[config.mk]
export PLATFORM = sky130hd
export DESIGN_NAME = blk_admit_ctrl
export DESIGN_NICKNAME = d
export VERILOG_FILES = /design/src/rtl/blk_admit_ctrl.sv
export SDC_FILE = /design/constraint.sdc
export NUM_CORES = 1
export LEC_CHECK = 0
export ABC_AREA = 1
export CORE_MARGIN = 3
export CORE_UTILIZATION = 47
export DETAILED_ROUTE_END_ITERATION = 8
export PLACE_DENSITY_LB_ADDON = 0.08
export SLEW_MARGIN = 20
export SYNTH_ARGS = -nofsm -noshare
export SYNTH_HDL_FRONTEND = slang
export SYNTH_SLANG_ARGS = --single-unit
[constraint.sdc]
create_clock -name clk -period 10.8 [get_ports clk]
set_input_delay 2.16 -clock clk [delete_from_list [all_inputs] [get_ports clk]]
set_output_delay 2.16 -clock clk [all_outputs]
set_load 0.005 [all_outputs]
[src/rtl/blk_admit_ctrl.sv]
module blk_admit_ctrl #(
  parameter int SLOTS       = 8,
  parameter int MAX_THREADS = 768,
  parameter int SMEM_BYTES  = 16384,
  parameter int REQ_THR_W   = 11,
  parameter int REQ_SMEM_W  = 15,
  localparam int SLOT_W = (SLOTS > 1) ? $clog2(SLOTS) : 1,
  localparam int CNT_W  = $clog2(SLOTS + 1),
  localparam int THR_W  = $clog2(MAX_THREADS + 1),
  localparam int SM_W   = $clog2(SMEM_BYTES + 1)
) (
  input  logic                  clk,
  input  logic                  rst_n,
  input  logic                  req_valid,
  input  logic [REQ_THR_W-1:0]  req_threads,
  input  logic [REQ_SMEM_W-1:0] req_smem,
  output logic                  adm_grant,
  output logic [SLOT_W-1:0]     adm_slot,
  output logic                  adm_full,
  output logic                  adm_reject,
  input  logic                  rel_valid,
  input  logic [SLOT_W-1:0]     rel_slot,
  output logic                  rel_err,
  output logic [CNT_W-1:0]      occ_blocks,
  output logic [THR_W-1:0]      occ_threads,
  output logic [SM_W-1:0]       occ_smem,
  output logic                  slot_avail
);
  localparam int ST_W = ((REQ_THR_W > THR_W) ? REQ_THR_W : THR_W) + 1;
  localparam int SS_W = ((REQ_SMEM_W > SM_W) ? REQ_SMEM_W : SM_W) + 1;

  logic [SLOTS-1:0] used_q;
  logic [THR_W-1:0] thr_q [SLOTS];
  logic [SM_W-1:0]  sm_q  [SLOTS];
  logic [CNT_W-1:0] blk_q;
  logic [THR_W-1:0] tot_thr_q;
  logic [SM_W-1:0]  tot_sm_q;

  logic             rel_ok;
  logic [SLOTS-1:0] rel_mask, used_eff, grant_mask;
  logic [CNT_W-1:0] blk_eff;
  logic [THR_W-1:0] thr_eff;
  logic [SM_W-1:0]  sm_eff;
  logic             too_big, fits;
  logic [SLOT_W-1:0] pick;

  assign rel_ok   = rel_valid && used_q[rel_slot];
  assign rel_err  = rel_valid && !rel_ok;
  assign rel_mask = rel_ok ? (SLOTS'(1) << rel_slot) : '0;
  assign used_eff = used_q & ~rel_mask;
  assign blk_eff  = blk_q - (rel_ok ? CNT_W'(1) : '0);
  assign thr_eff  = tot_thr_q - (rel_ok ? thr_q[rel_slot] : '0);
  assign sm_eff   = tot_sm_q - (rel_ok ? sm_q[rel_slot] : '0);

  assign too_big = (ST_W'(req_threads) > ST_W'(MAX_THREADS)) ||
                   (SS_W'(req_smem) > SS_W'(SMEM_BYTES));
  assign fits = (blk_eff < CNT_W'(SLOTS)) &&
                (ST_W'(thr_eff) + ST_W'(req_threads) <= ST_W'(MAX_THREADS)) &&
                (SS_W'(sm_eff) + SS_W'(req_smem) <= SS_W'(SMEM_BYTES));

  always_comb begin
    pick = '0;
    for (int i = SLOTS - 1; i >= 0; i--)
      if (!used_eff[i]) pick = SLOT_W'(i);
  end

  assign adm_grant  = req_valid && !too_big && fits;
  assign adm_full   = req_valid && !too_big && !fits;
  assign adm_reject = req_valid && too_big;
  assign adm_slot   = pick;
  assign grant_mask = adm_grant ? (SLOTS'(1) << pick) : '0;

  always_ff @(posedge clk) begin
    if (!rst_n) begin
      used_q    <= '0;
      blk_q     <= '0;
      tot_thr_q <= '0;
      tot_sm_q  <= '0;
      for (int i = 0; i < SLOTS; i++) begin
        thr_q[i] <= '0;
        sm_q[i]  <= '0;
      end
    end else begin
      used_q    <= used_eff | grant_mask;
      blk_q     <= blk_eff + (adm_grant ? CNT_W'(1) : '0);
      tot_thr_q <= thr_eff + (adm_grant ? THR_W'(req_threads) : '0);
      tot_sm_q  <= sm_eff + (adm_grant ? SM_W'(req_smem) : '0);
      if (adm_grant) begin
        thr_q[pick] <= THR_W'(req_threads);
        sm_q[pick]  <= SM_W'(req_smem);
      end
    end
  end

  assign occ_blocks  = blk_q;
  assign occ_threads = tot_thr_q;
  assign occ_smem    = tot_sm_q;
  assign slot_avail  = ~&used_q;
endmodule

# Yosys cells after proc, flatten, opt, wreduce, memory -nomap -nowiden
# Memories as Yosys holds them, arrays and structs flattened.
# Index checks and enable logic that the tools add are counted.
# Widths: inputs -> output; s select.
[classes] n_addsub=8 mul=0 n_div=0 n_lt_le_gt_ge=6 eq_ne=0 n_shift=2 n_mux=28 n_bitwise=3 n_reduce_logical=16
[ops] cell="$mux 15" count=3
[ops] cell="$mux 10" count=3
[ops] cell="$mux 3" count=10
[ops] cell="$add 15x15->16" count=1
[ops] cell="$le 16x15->1 const B" count=1
[ops] cell="$mux 8" count=2
[ops] cell="$shl 1x3->8 const A" count=2
[ops] cell="$add 15x15->15" count=1
[ops] cell="$gt 15x15->1 const B" count=1
[ops] cell="$reduce_or 15->1" count=1
[ops] cell="$sub 15x15->15" count=1
[ops] cell="$add 10x11->12" count=1
[ops] cell="$le 12x10->1 const B" count=1
[ops] cell="$gt 11x10->1 const B" count=1
[ops] cell="$add 10x10->10" count=1
[ops] cell="$reduce_or 10->1" count=1
[ops] cell="$sub 10x10->10" count=1
[ops] cell="$mux 1" count=9
[ops] cell="$and 8x8->8" count=1
[ops] cell="$logic_and 1x1->1" count=8
[ops] cell="$not 8->8" count=1
[ops] cell="$or 8x8->8" count=1
[ops] cell="$reduce_and 8->1" count=1
[ops] cell="$add 4x1->4" count=1
[ops] cell="6 further kinds" count=9
[totals] regBits=37 latch_bits=0 ramBits=200 romBits=0 input_bits=33 output_inout_bits=37 word_cells=69 mem_count=2
[mem_list] memory="sm_q" depth=8 word_bits=15 rd=1 rd_ports_with_merged_regs=0 wr=8 line_no="34" text="logic [SM_W-1:0] sm_q [SLOTS];"
[mem_list] memory="thr_q" depth=8 word_bits=10 rd=1 rd_ports_with_merged_regs=0 wr=8 line_no="33" text="logic [THR_W-1:0] thr_q [SLOTS];"

# Logic depth before layout (Yosys ltp)
# Gate-level depths: netlist of the first run.
[logic_depth] ltp_word=17 depth_mapped=57 ltp_nobuf=55

# Worst setup path after synthesis of the first run
# Ideal clock, no wire load.
[synth_path] path_type="input to register" start="input port rel_slot[0]" end="register tot_sm_q[12], in the netlist occ_smem[12]" setup_ns=0.110 t_arrival_ns=8.198 t_required_ns=10.690 path_slack_ns=2.493 cell_stages=46 cell_sequence="nor2_2 -> a22oi_2 -> nand3_1 -> nand2_1 -> nor2_2 -> buf_6 -> clkbuf_1 -> nand3_1 -> ha_1 -> nand2_1 -> nand2_1 -> a31oi_1 -> o221ai_1 -> nand3_1 -> and2_1 -> o21ai_0 -> a21boi_0 -> xor2_1 -> [10 not listed] -> inv_1 -> buf_1 -> nor2_1 -> ha_1 -> inv_1 -> fa_1 -> nor2_1 -> a211oi_1 -> nor2_1 -> nor2_1 -> o21bai_1 -> a21oi_1 -> o21ai_0 -> nand3_1 -> nand2_1 -> nand2_1 -> inv_1 -> nor2_1"
[synth_between] elab_chain_cells=12 elab_cells_between_ends=21 cone_classes="add/sub: 6; order compare: 3; mux: 6; reduce/logical: 4; memory: 2"
[synth_rtl] item="from (decl)" line_no="22" text="input logic [SLOT_W-1:0] rel_slot,"
[synth_rtl] item="parallel branches: the longest is 8 deep, another holds $add 15x15->16"
[synth_rtl] item="$logic_and 1x1->1 (*)" line_no="58" text="(ST_W'(thr_eff) + ST_W'(req_threads) <= ST_W'(MAX_THREADS)) &&"
[synth_rtl] item="$logic_and 1x1->1 (*)" line_no="67" text="assign adm_grant = req_valid && !too_big && fits;"
[synth_rtl] item="named net adm_grant" line_no="17" text="output logic adm_grant,"
[synth_rtl] item="$mux 15 (*)" line_no="87" text="tot_sm_q <= sm_eff + (adm_grant ? SM_W'(req_smem) : '0);"
[synth_rtl] item="$add 15x15->15 (*)" line_no="87"
[synth_rtl] item="to (signal assigned)" line_no="87"
[synth_rtl] item="to (decl)" line_no="37" text="logic [SM_W-1:0] tot_sm_q;"
# Mark *: on every way through the listed nets, which the timed path passes. The select of a mux whose other input is x is not followed.
# A chain may end at the register's enable or synchronous reset.

# Worst setup path after layout of the first run
[layout_path] start="input port rel_slot[1]" end="output port adm_grant"
[layout_between] elab_chain_cells=10 elab_cells_between_ends=19 cone_classes="add/sub: 5; order compare: 3; mux: 5; reduce/logical: 4; memory: 2"
[layout_rtl] item="parallel branches: the longest is 8 deep, another holds $add 15x15->16"
[layout_rtl] item="$logic_and 1x1->1 (*)" line_no="58"
[layout_rtl] item="$logic_and 1x1->1 (*)" line_no="67"
[layout_rtl] item="to (decl)" line_no="17"
# Mark *: on every way between the ends. The select of a mux whose other input is x is not followed.

==> flow_metrics.py, run 1 <==
metrics = {
    "cells_and_area": {
        "postLayoutCellArea_um2": 15500,
        "nets": 1713,
        "diodes": 0,
        "synthToLayoutAreaGrowth_pct": 15.6,
        "drive_gt1_share_pct": 7.11,
        "utilization_pct": 55.3,
    },
    "setup_path": {
        "slowest_stage": "clkdlybuf4s50_1",
        "setup.worst_path.class": "in2out",
        "arrival_ns": 7.94,
        "start_kind": "input port",
        "path_max_fanout": 11,
        "cpMostUsedCell": "nand2_1",
        "critPathTopFamily": "simple AND/OR/NAND/NOR gates",
        "worst_path_largest_cell_delay_ns": 0.58,
        "cp-end-kind": "output pin",
        "path_buf_inv": 7,
        "required_ns": 8.64,
    },
    "global_routing": {
        "first_global_vias": 10800,
        "grt_util_all_layers_pct": 24.9,
        "antenna_found_initial": 0,
        "grt_max_degree": 50,
        "globalRouteOverflowTotal": 0,
        "grt_pass1_wl_um": 59700,
    },
    "synthesis": {
        "yosys.area.top_type": "edfxtp_1",
        "synth-edff-count": 200,
        "ys_types": 45,
        "synthArstFlopShare_pct": 0,
        "yosys.cell_count.top_type": "nor2_1",
        "yosys_most_used_dff": "edfxtp_1",
        "synth_area_per_cell_um2": 8.82,
        "synthCells": 1516,
        "synthesis.area_um2": 13400,
        "yosysSeqAreaShare_pct": 50.5,
        "synth_area_leaders": "edfxtp_1 45%, nor2_1 8.5%, ha_1 7.0%",
        "synth_common_cells": "301 x nor2_1, 223 x nand2_1, 200 x edfxtp_1, 135 x inv_1, 94 x o22ai_1",
        "ys_ff_latch": 237,
        "synth_top_area_share_pct": 44.9,
        "ys_warn_count": 0,
        "syn_nets": 1630,
    },
    "sta": {
        "setup_ws_ns": 0.696,
        "finalHoldViolations": 0,
        "slew_headroom_pct": 44.5,
        "worst_pin_slew_ns": 0.830,
        "rsz0062_at_grt": "false",
        "tns_ns": 0,
        "post-route-min-period_ns": 10.10,
        "slew_violations": 0,
        "fin_skew_ns": 0.0155,
        "clock.fmax_mhz": 99.0,
        "setup_violations": 0,
        "min_period_over_period_pct": 93.6,
    },
    "floorplanning": {
        "die_x_um": 175,
        "die_h_um": 175,
        "rows": 61,
        "dieArea_um2": 30500,
        "io_pins": 70,
        "start_util_pct": 47.9,
        "core_um2": 27900,
    },
    "clocking": {
        "clk_latency_ns": 0.53,
        "ctsHoldBuffers": 0,
        "cts-root-buf": "clkbuf_16",
        "cts_tree": "done",
        "cts_buffers": 26,
        "clk_pin_slew_ns": 0.06,
        "htreeDepth": 1,
        "clockBufferDepth": 3,
        "clkSinkCount": 237,
    },
    "drt": {
        "drt_first_pass_iters": 5,
        "drc": 0,
        "wl_per_cell_um": 19.4,
        "drt_wl_total_um": 38600,
        "via_per_inst": 5.58,
        "drtAntennaViolNets": 0,
        "dr.first_iter.drc_count": 1109,
        "vias": 11100,
    },
    "hold_path": {
        "hold_class": "reg2reg",
    },
    "place": {
        "dp.final_hpwl_um": 25900,
        "pre_cts_slack_ns": 0.500,
        "placed_cell_area_um2": 14500,
        "gp_congestion": 0.921,
        "port_buffers": 69,
    },
    "run_status": {
        "status": "completed",
    },
    "run": {
        "cap_violations": 0,
    },
    "pwr": {
        "leakage_nw": 6.43,
        "power_density_nw_per_um2": 246,
        "worst_ir_drop_vdd_mv": 0.204,
    },
}
-- sequential cells by signal, indices dropped and copies added, names as in the netlist --
register,flops
occ_blocks,4
occ_smem,15
sm_q,120
occ_threads,10
used_q,8
thr_q,80
-- through the flow --
stage          power [mW]  hold WS, ns  instances
2_1_floorplan        2.42        0.501       1516
3_3_place_gp         2.90        0.543       1939
3_5_place_dp         2.90        0.550       1939
4_1_cts              3.80        0.561       1985
5_1_grt              4.11        0.600       1995
6_report             3.80        0.559       1995
-- cell families after synthesis --
kind of cell    Yosys count  synth area share, %
simple gates            661                 21.0
compound gates          288                 12.3
flops                   237                 50.5
buf+inv                 221                 6.50
fa+ha+maj                81                 7.92
xor+xnor                 28                 1.83
-- what timing repair did --
| item | in CTS | in global routing |
|---|---|---|
| setup endpoints to repair | 0 | 5 |
| gates resized for setup | 0 | 5 |
| buffers inserted | 0 | 8 |
-- path summary, 6_finish.rpt --
| kind | from | end | slack (ns) | cells past startpoint |
|---|---|---|---|---|
| max | rel_slot[1] | adm_grant | 0.70 | 32 |
| min | used_q[2] | used_q[2] | 0.56 | 2 |
| max reg2reg | used_q[7] | occ_smem[12] | 3.57 | 46 |
| min reg2reg | used_q[2] | used_q[2] | 0.56 | 2 |
-- cell type report --
type | count | area (um^2)
multi-input combinational | 1058 | 5770
clock inverter | 14 | 180
fill | 2546 | 12500
timing repair buffer | 104 | 953
clock buffer | 32 | 673
inverter | 170 | 648
timing repair inverter | 2 | 10.0
tap | 378 | 473
sequential | 237 | 6750
-- routing by layer --
layer | global-route usage [%] | vias to the layer above | share of wire [%]
met5 | 0 | - | 0
met4 | 7.41 | 0 | 2.6
met3 | 4.04 | 76 | 7.9
met2 | 39.8 | 437 | 45
met1 | 35.1 | 5255 | 44
li1 | - | 5370 | -
-- cells in the final DEF (no fill, tap or decap), types with 7 or more instances in the layout --
cell             instances
nor2_1                 301
nand2_1                222
edfxtp_1               200
inv_1                  133
o22ai_1                 94
o21ai_0                 84
a21oi_1                 79
ha_1                    75
nand3_1                 74
clkdlybuf4s50_1         69
dfxtp_1                 37
buf_4                   35
clkinv_1                28
clkbuf_16               26
xor2_1                  24
nand4_1                 22
inv_2                   10
nand2_2                  9
nor2_4                   7
o21bai_1                 7
-- worst reg2reg max path, delay by kind of cell, from the launching register on --
kind	cells	cell delay (ns)
AND/OR/NAND/NOR	24	2.61
flip-flops	1	0.36
buffers and inverters	7	0.73
adder cells (fa/ha/maj)	4	1.32
AO/OA/AOI/OAI	10	1.91
XOR/XNOR	1	0.23
-- report_power, final --
part           leakage [nW]  internal [mW]  total [mW]  switching, mW
sequential             2.29           1.06        1.10         0.0385
combinational          3.73          0.662        1.80           1.14
clock                 0.417          0.538       0.901          0.363
No activity file was read; power rests on OpenSTA's default activity.
==> inputs of run 2 (changes only) <==
--- a/config.mk
+++ b/config.mk
@@ -9,6 +9,7 @@
 export CORE_MARGIN = 3
 export CORE_UTILIZATION = 47
 export DETAILED_ROUTE_END_ITERATION = 8
+export DONT_BUFFER_PORTS = 1
 export PLACE_DENSITY_LB_ADDON = 0.08
 export SLEW_MARGIN = 20
 export SYNTH_ARGS = -nofsm -noshare
==> constraint.sdc (replaced) <==
create_clock -name clk -period 9.59 [get_ports clk]
set_input_delay 1.918 -clock clk [delete_from_list [all_inputs] [get_ports clk]]
set_output_delay 1.918 -clock clk [all_outputs]
set_load 0.005 [all_outputs]
==> run 2 against run 1 <==
Via count decreased by 2.4%. Non-clock buffer count shrank 80. Clock-buffer cell count is 10 higher. Final cell count fell by 3.9%. Largest power group unchanged.
==> flow_metrics.py, run 2 (synthesis results as in run 1) <==
metrics = {
    "sta": {
        "fin_skew_ns": 0.0196,
        "tns_ns": 0,
        "whs_ns": 0.538,
        "setup_ws_ns": 0.948,
        "worst_pin_slew_ns": 0.747,
        "clock.fmax_mhz": 116,
        "finalHoldViolations": 0,
        "slew_violations": 0,
        "post-route-min-period_ns": 8.64,
        "slew_headroom_pct": 50.0,
        "min_period_over_period_pct": 90.1,
        "rsz0062_at_grt": "false",
        "setup_violations": 0,
    },
    "floorplanning": {
        "dieArea_um2": 30500,
        "die_h_um": 175,
        "io_pins": 70,
        "rows": 61,
        "die_x_um": 175,
        "core_um2": 27900,
        "start_util_pct": 47.9,
    },
    "clocking": {
        "clk_pin_slew_ns": 0.06,
        "cts_buffers": 27,
        "ctsResizeCount": 0,
        "cts_tree": "done",
        "clockBufferDepth": 3,
        "clk_latency_ns": 0.54,
        "ctsHoldBuffers": 0,
        "cts-root-buf": "clkbuf_16",
        "post_cts_buffers": 0,
        "htreeDepth": 1,
        "clkSinkCount": 237,
    },
    "cells_and_area": {
        "top_register": "sm_q",
        "synthToLayoutAreaGrowth_pct": 9.82,
        "fillCellCount": 2602,
        "regArea_um2": 6750,
        "largest_reg_flops": 120,
        "diodes": 0,
        "drive_gt1_share_pct": 6.76,
        "layoutNonFillerInstCount": 1917,
        "layout_common_cells": "301 x nor2_1, 222 x nand2_1, 200 x edfxtp_1, 135 x inv_1, 94 x o22ai_1",
        "nets": 1632,
        "multiInputGateArea_um2": 5750,
        "layout_commonest_cell": "nor2_1",
    },
    "global_routing": {
        "grt_util_all_layers_pct": 25.3,
        "grt_max_degree": 49,
        "grt_pass1_wl_um": 60400,
        "grt_most_used_layer": "met2",
        "antenna_found_initial": 0,
        "grt_util_met2_pct": 40.4,
        "first_global_vias": 10700,
        "use_met3_pct": 5.24,
        "globalRouteOverflowTotal": 0,
        "grt_util_met1_pct": 36.0,
    },
    "place": {
        "pre_cts_slack_ns": 0.582,
        "dp.final_hpwl_um": 26400,
        "port_buffers": 0,
        "gp_congestion": 0.897,
        "dp.cells": 1867,
    },
    "setup_path": {
        "rrSetupSlack_ns": 2.24,
        "worst-r2r-cell-count": 52,
        "critPathTopFamily": "simple AND/OR/NAND/NOR gates",
        "worst_path_largest_cell_delay_ns": 0.41,
        "slowest_stage": "fa_1",
        "required_ns": 7.67,
        "cpMostUsedCell": "nand2_1",
        "regToRegStartpoint": "used_q[7]",
        "cp-end-kind": "output pin",
        "start_kind": "input port",
        "r2r-end": "occ_smem[12]",
        "path_buf_inv": 5,
        "path_max_fanout": 7,
        "setup.worst_path.class": "in2out",
        "arrival_ns": 6.72,
    },
    "drt": {
        "via_per_inst": 5.67,
        "wl_per_cell_um": 20.4,
        "drtAntennaViolNets": 0,
        "drt_first_pass_iters": 8,
        "drt_wl_total_um": 39100,
        "drc": 0,
        "dr.first_iter.drc_count": 938,
        "vias": 10900,
    },
    "run": {
        "cap_violations": 0,
    },
    "hold_path": {
        "hold_class": "reg2reg",
        "hold_path_end": "used_q[2]",
        "hold_path_depth": 2,
        "hp-start": "used_q[2]",
    },
    "pwr": {
        "leakage_nw": 6.13,
        "worst_ir_drop_vdd_mv": 0.254,
        "power.total_mw": 4.17,
        "power_density_nw_per_um2": 284,
    },
    "run_status": {
        "status": "completed",
    },
}
run 2: final cells by class:
cell class | instances | area share, %
Sequential cell | 237 | 46.0
Timing Repair Buffer | 24 | 1.31
Inverter | 170 | 4.36
Tap cell | 378 | 3.22
Clock inverter | 8 | 0.546
Clock buffer | 42 | 5.40
Multi-Input combinational cell | 1058 | 39.2
run 2: report_power, final:
part | total, mW | leakage [nW] | internal, mW | switching (mW)
clock network | 1.01 | 0.425 | 0.595 | 0.411
logic | 1.92 | 3.42 | 0.668 | 1.25
registers | 1.25 | 2.29 | 1.20 | 0.0521
run 2: worst register-to-register path: cells and delay by family (launching register included):
kind            cells  cell delay (ns)
flops               1             0.37
fa+ha+maj           5             1.53
simple gates       31             3.46
buf+inv             9             0.73
xor+xnor            1             0.14
compound gates      6             1.01
run 2: worst max path at each step:
stage	end	slack, ns	from	cells past startpoint
floorplan	occ_smem[12]	1.52	rel_slot[0]	46
global placement	occ_smem[12]	0.63	rel_slot[1]	51
detailed placement	occ_smem[12]	0.58	rel_slot[0]	51
CTS	adm_grant	1.02	rel_slot[0]	34
global route	occ_smem[12]	0.19	rel_slot[0]	51
finish	adm_grant	0.95	rel_slot[0]	34
run 2: through the flow:
stage	instance area (um^2)	utilization (%)
6_report	14700	52.5
5_1_grt	14700	52.5
4_1_cts	14700	52.5
3_5_place_dp	13800	49.4
3_3_place_gp	13800	49.4
2_1_floorplan	13400	-
run 2: layer usage:
metal | share of wire, % | vias to the layer above
met5 | 0 | -
met4 | 1.6 | 0
met3 | 8.7 | 42
met2 | 45 | 382
met1 | 44 | 5241
li1 | - | 5211
==> inputs of run 3 (changes only) <==
==> constraint.sdc (replaced) <==
create_clock -name clk -period 9.59 [get_ports clk]
set_input_delay 1.918 -clock clk [delete_from_list [all_inputs] [get_ports clk]]
set_output_delay 1.918 -clock clk [all_outputs]
set_load 0.02 [all_outputs]
==> run 3 against run 2 <==
Total power increased by 2.1%. Largest power group unchanged. Clock skew increased by 0.00058 ns. Critical path type is now in2reg. Critical endpoint is now occ_smem[12]. Maximum frequency decreased by 1.3%.
==> flow_metrics.py, run 3 (synthesis results as in run 1) <==
metrics = {
    "run_status": {
        "status": "completed",
    },
    "clocking": {
        "clkSinkCount": 237,
        "cts_tree": "done",
        "ctsResizeCount": 0,
        "clk_pin_slew_ns": 0.06,
        "cts_buffers": 27,
        "cts-root-buf": "clkbuf_16",
        "clk_latency_ns": 0.53,
        "post_cts_buffers": 0,
        "clockBufferDepth": 3,
        "htreeDepth": 1,
        "ctsHoldBuffers": 0,
    },
    "sta": {
        "finalHoldViolations": 0,
        "post-route-min-period_ns": 8.75,
        "setup_violations": 0,
        "fin_skew_ns": 0.0201,
        "rsz0062_at_grt": "false",
        "min_period_over_period_pct": 91.3,
        "slew_headroom_pct": 45.9,
        "clock.fmax_mhz": 114,
        "tns_ns": 0,
        "slew_violations": 0,
        "worst_pin_slew_ns": 0.809,
    },
    "global_routing": {
        "first_global_vias": 10600,
        "grt_pass1_wl_um": 59700,
        "globalRouteOverflowTotal": 0,
        "grt_util_all_layers_pct": 25.0,
        "grt_max_degree": 49,
        "antenna_found_initial": 0,
    },
    "setup_path": {
        "cpMostUsedCell": "nand2_1",
        "critPathTopFamily": "simple AND/OR/NAND/NOR gates",
        "worst-r2r-cell-count": 48,
        "path_max_fanout": 17,
        "regToRegStartpoint": "used_q[7]",
        "path_buf_inv": 6,
        "required_ns": 10.01,
        "setup.worst_path.class": "in2reg",
        "worst_path_largest_cell_delay_ns": 0.43,
        "slowest_stage": "fa_1",
        "cp-end-kind": "register",
        "r2r-end": "occ_smem[12]",
        "rrSetupSlack_ns": 2.14,
        "start_kind": "input port",
        "arrival_ns": 9.17,
    },
    "floorplanning": {
        "die_x_um": 175,
        "dieArea_um2": 30500,
        "rows": 61,
        "io_pins": 70,
        "start_util_pct": 47.9,
        "die_h_um": 175,
        "core_um2": 27900,
    },
    "cells_and_area": {
        "nets": 1634,
        "layout_commonest_cell": "nor2_1",
        "top_register": "sm_q",
        "diodes": 0,
        "layoutNonFillerInstCount": 1919,
        "drive_gt1_share_pct": 6.88,
        "layout_common_cells": "301 x nor2_1, 222 x nand2_1, 200 x edfxtp_1, 135 x inv_1, 94 x o22ai_1",
        "largest_reg_flops": 120,
        "synthToLayoutAreaGrowth_pct": 10.1,
        "fillCellCount": 2636,
    },
    "pwr": {
        "worst_ir_drop_vdd_mv": 0.318,
        "power_density_nw_per_um2": 289,
        "leakage_nw": 6.16,
    },
    "run": {
        "cap_violations": 0,
    },
    "place": {
        "dp.cells": 1869,
        "port_buffers": 0,
        "gp_congestion": 0.912,
        "dp.final_hpwl_um": 26000,
    },
    "drt": {
        "dr.first_iter.drc_count": 736,
        "vias": 10700,
        "drc": 0,
        "drt_wl_total_um": 38500,
        "drt_first_pass_iters": 5,
        "wl_per_cell_um": 20.1,
        "drtAntennaViolNets": 0,
        "via_per_inst": 5.57,
    },
    "hold_path": {
        "hold_path_end": "used_q[5]",
        "hold_class": "reg2reg",
        "hold_path_depth": 2,
        "hp-start": "used_q[5]",
    },
}
-- run 3: cell count changes in the layout (fill, tap and decap cells not counted), sizes merged --
| cell | change |
|---|---|
| inv | -1 |
| bufinv | +2 |
| buf | +2 |
| clkinv | -1 |
| clkbuf | +1 |
| clkinvlp | -1 |
-- run 3: power breakdown --
part	internal (mW)	switching [mW]	total, mW
combinational	0.668	1.24	1.91
clock	0.648	0.406	1.05
sequential	1.20	0.0980	1.29
-- run 3: how the worst max path moves through the flow --
| stage | from | slack, ns | cells after the start | endpoint |
|---|---|---|---|---|
| after global placement | rel_slot[0] | 0.49 | 46 | occ_smem[12] |
| after detailed placement | rel_slot[0] | 0.40 | 46 | occ_smem[12] |
| after CTS | rel_slot[0] | 0.87 | 28 | adm_full |
| final | rel_slot[1] | 0.84 | 47 | occ_smem[12] |
| after global routing | rel_slot[0] | 0.19 | 46 | occ_smem[12] |
| after floorplan | rel_slot[0] | 1.43 | 46 | occ_smem[12] |
-- run 3: final cells by class --
cell class | count | area (um^2) | area share (%)
flip-flops and latches | 237 | 6750 | 45.8
clock inverters | 7 | 118 | 0.799
inverters | 170 | 641 | 4.35
repair buffers | 26 | 195 | 1.33
clock buffers | 43 | 796 | 5.40
multi-input cells | 1058 | 5750 | 39.1
well taps | 378 | 473 | 3.21
-- run 3: metrics by stage --
step	cell area (um^2)	power, mW	hold WS [ns]	worst slack, ns	utilization [%]
after detailed placement	13800	3.21	0.539	0.396	49.4
after CTS	14700	4.27	0.550	0.866	52.7
after global placement	13800	3.20	0.531	0.485	49.4
final	14700	4.26	0.551	0.837	52.7
after floorplan	13400	2.77	0.501	1.43	-
after global routing	14700	4.61	0.588	0.192	52.7
-- run 3: tightest hold or removal path, stage by stage, from the launching register on --
cell	delay, ns
dfxtp_1	0.33
nand2_1	0.10
o21ai_0	0.07
-- run 3: layer usage --
layer / part of all wire, % / track usage, %
met5: 0 / 0
met2: 45 / 40.3
met3: 7.5 / 5.00
met4: 2.2 / 5.88
met1: 45 / 35.0
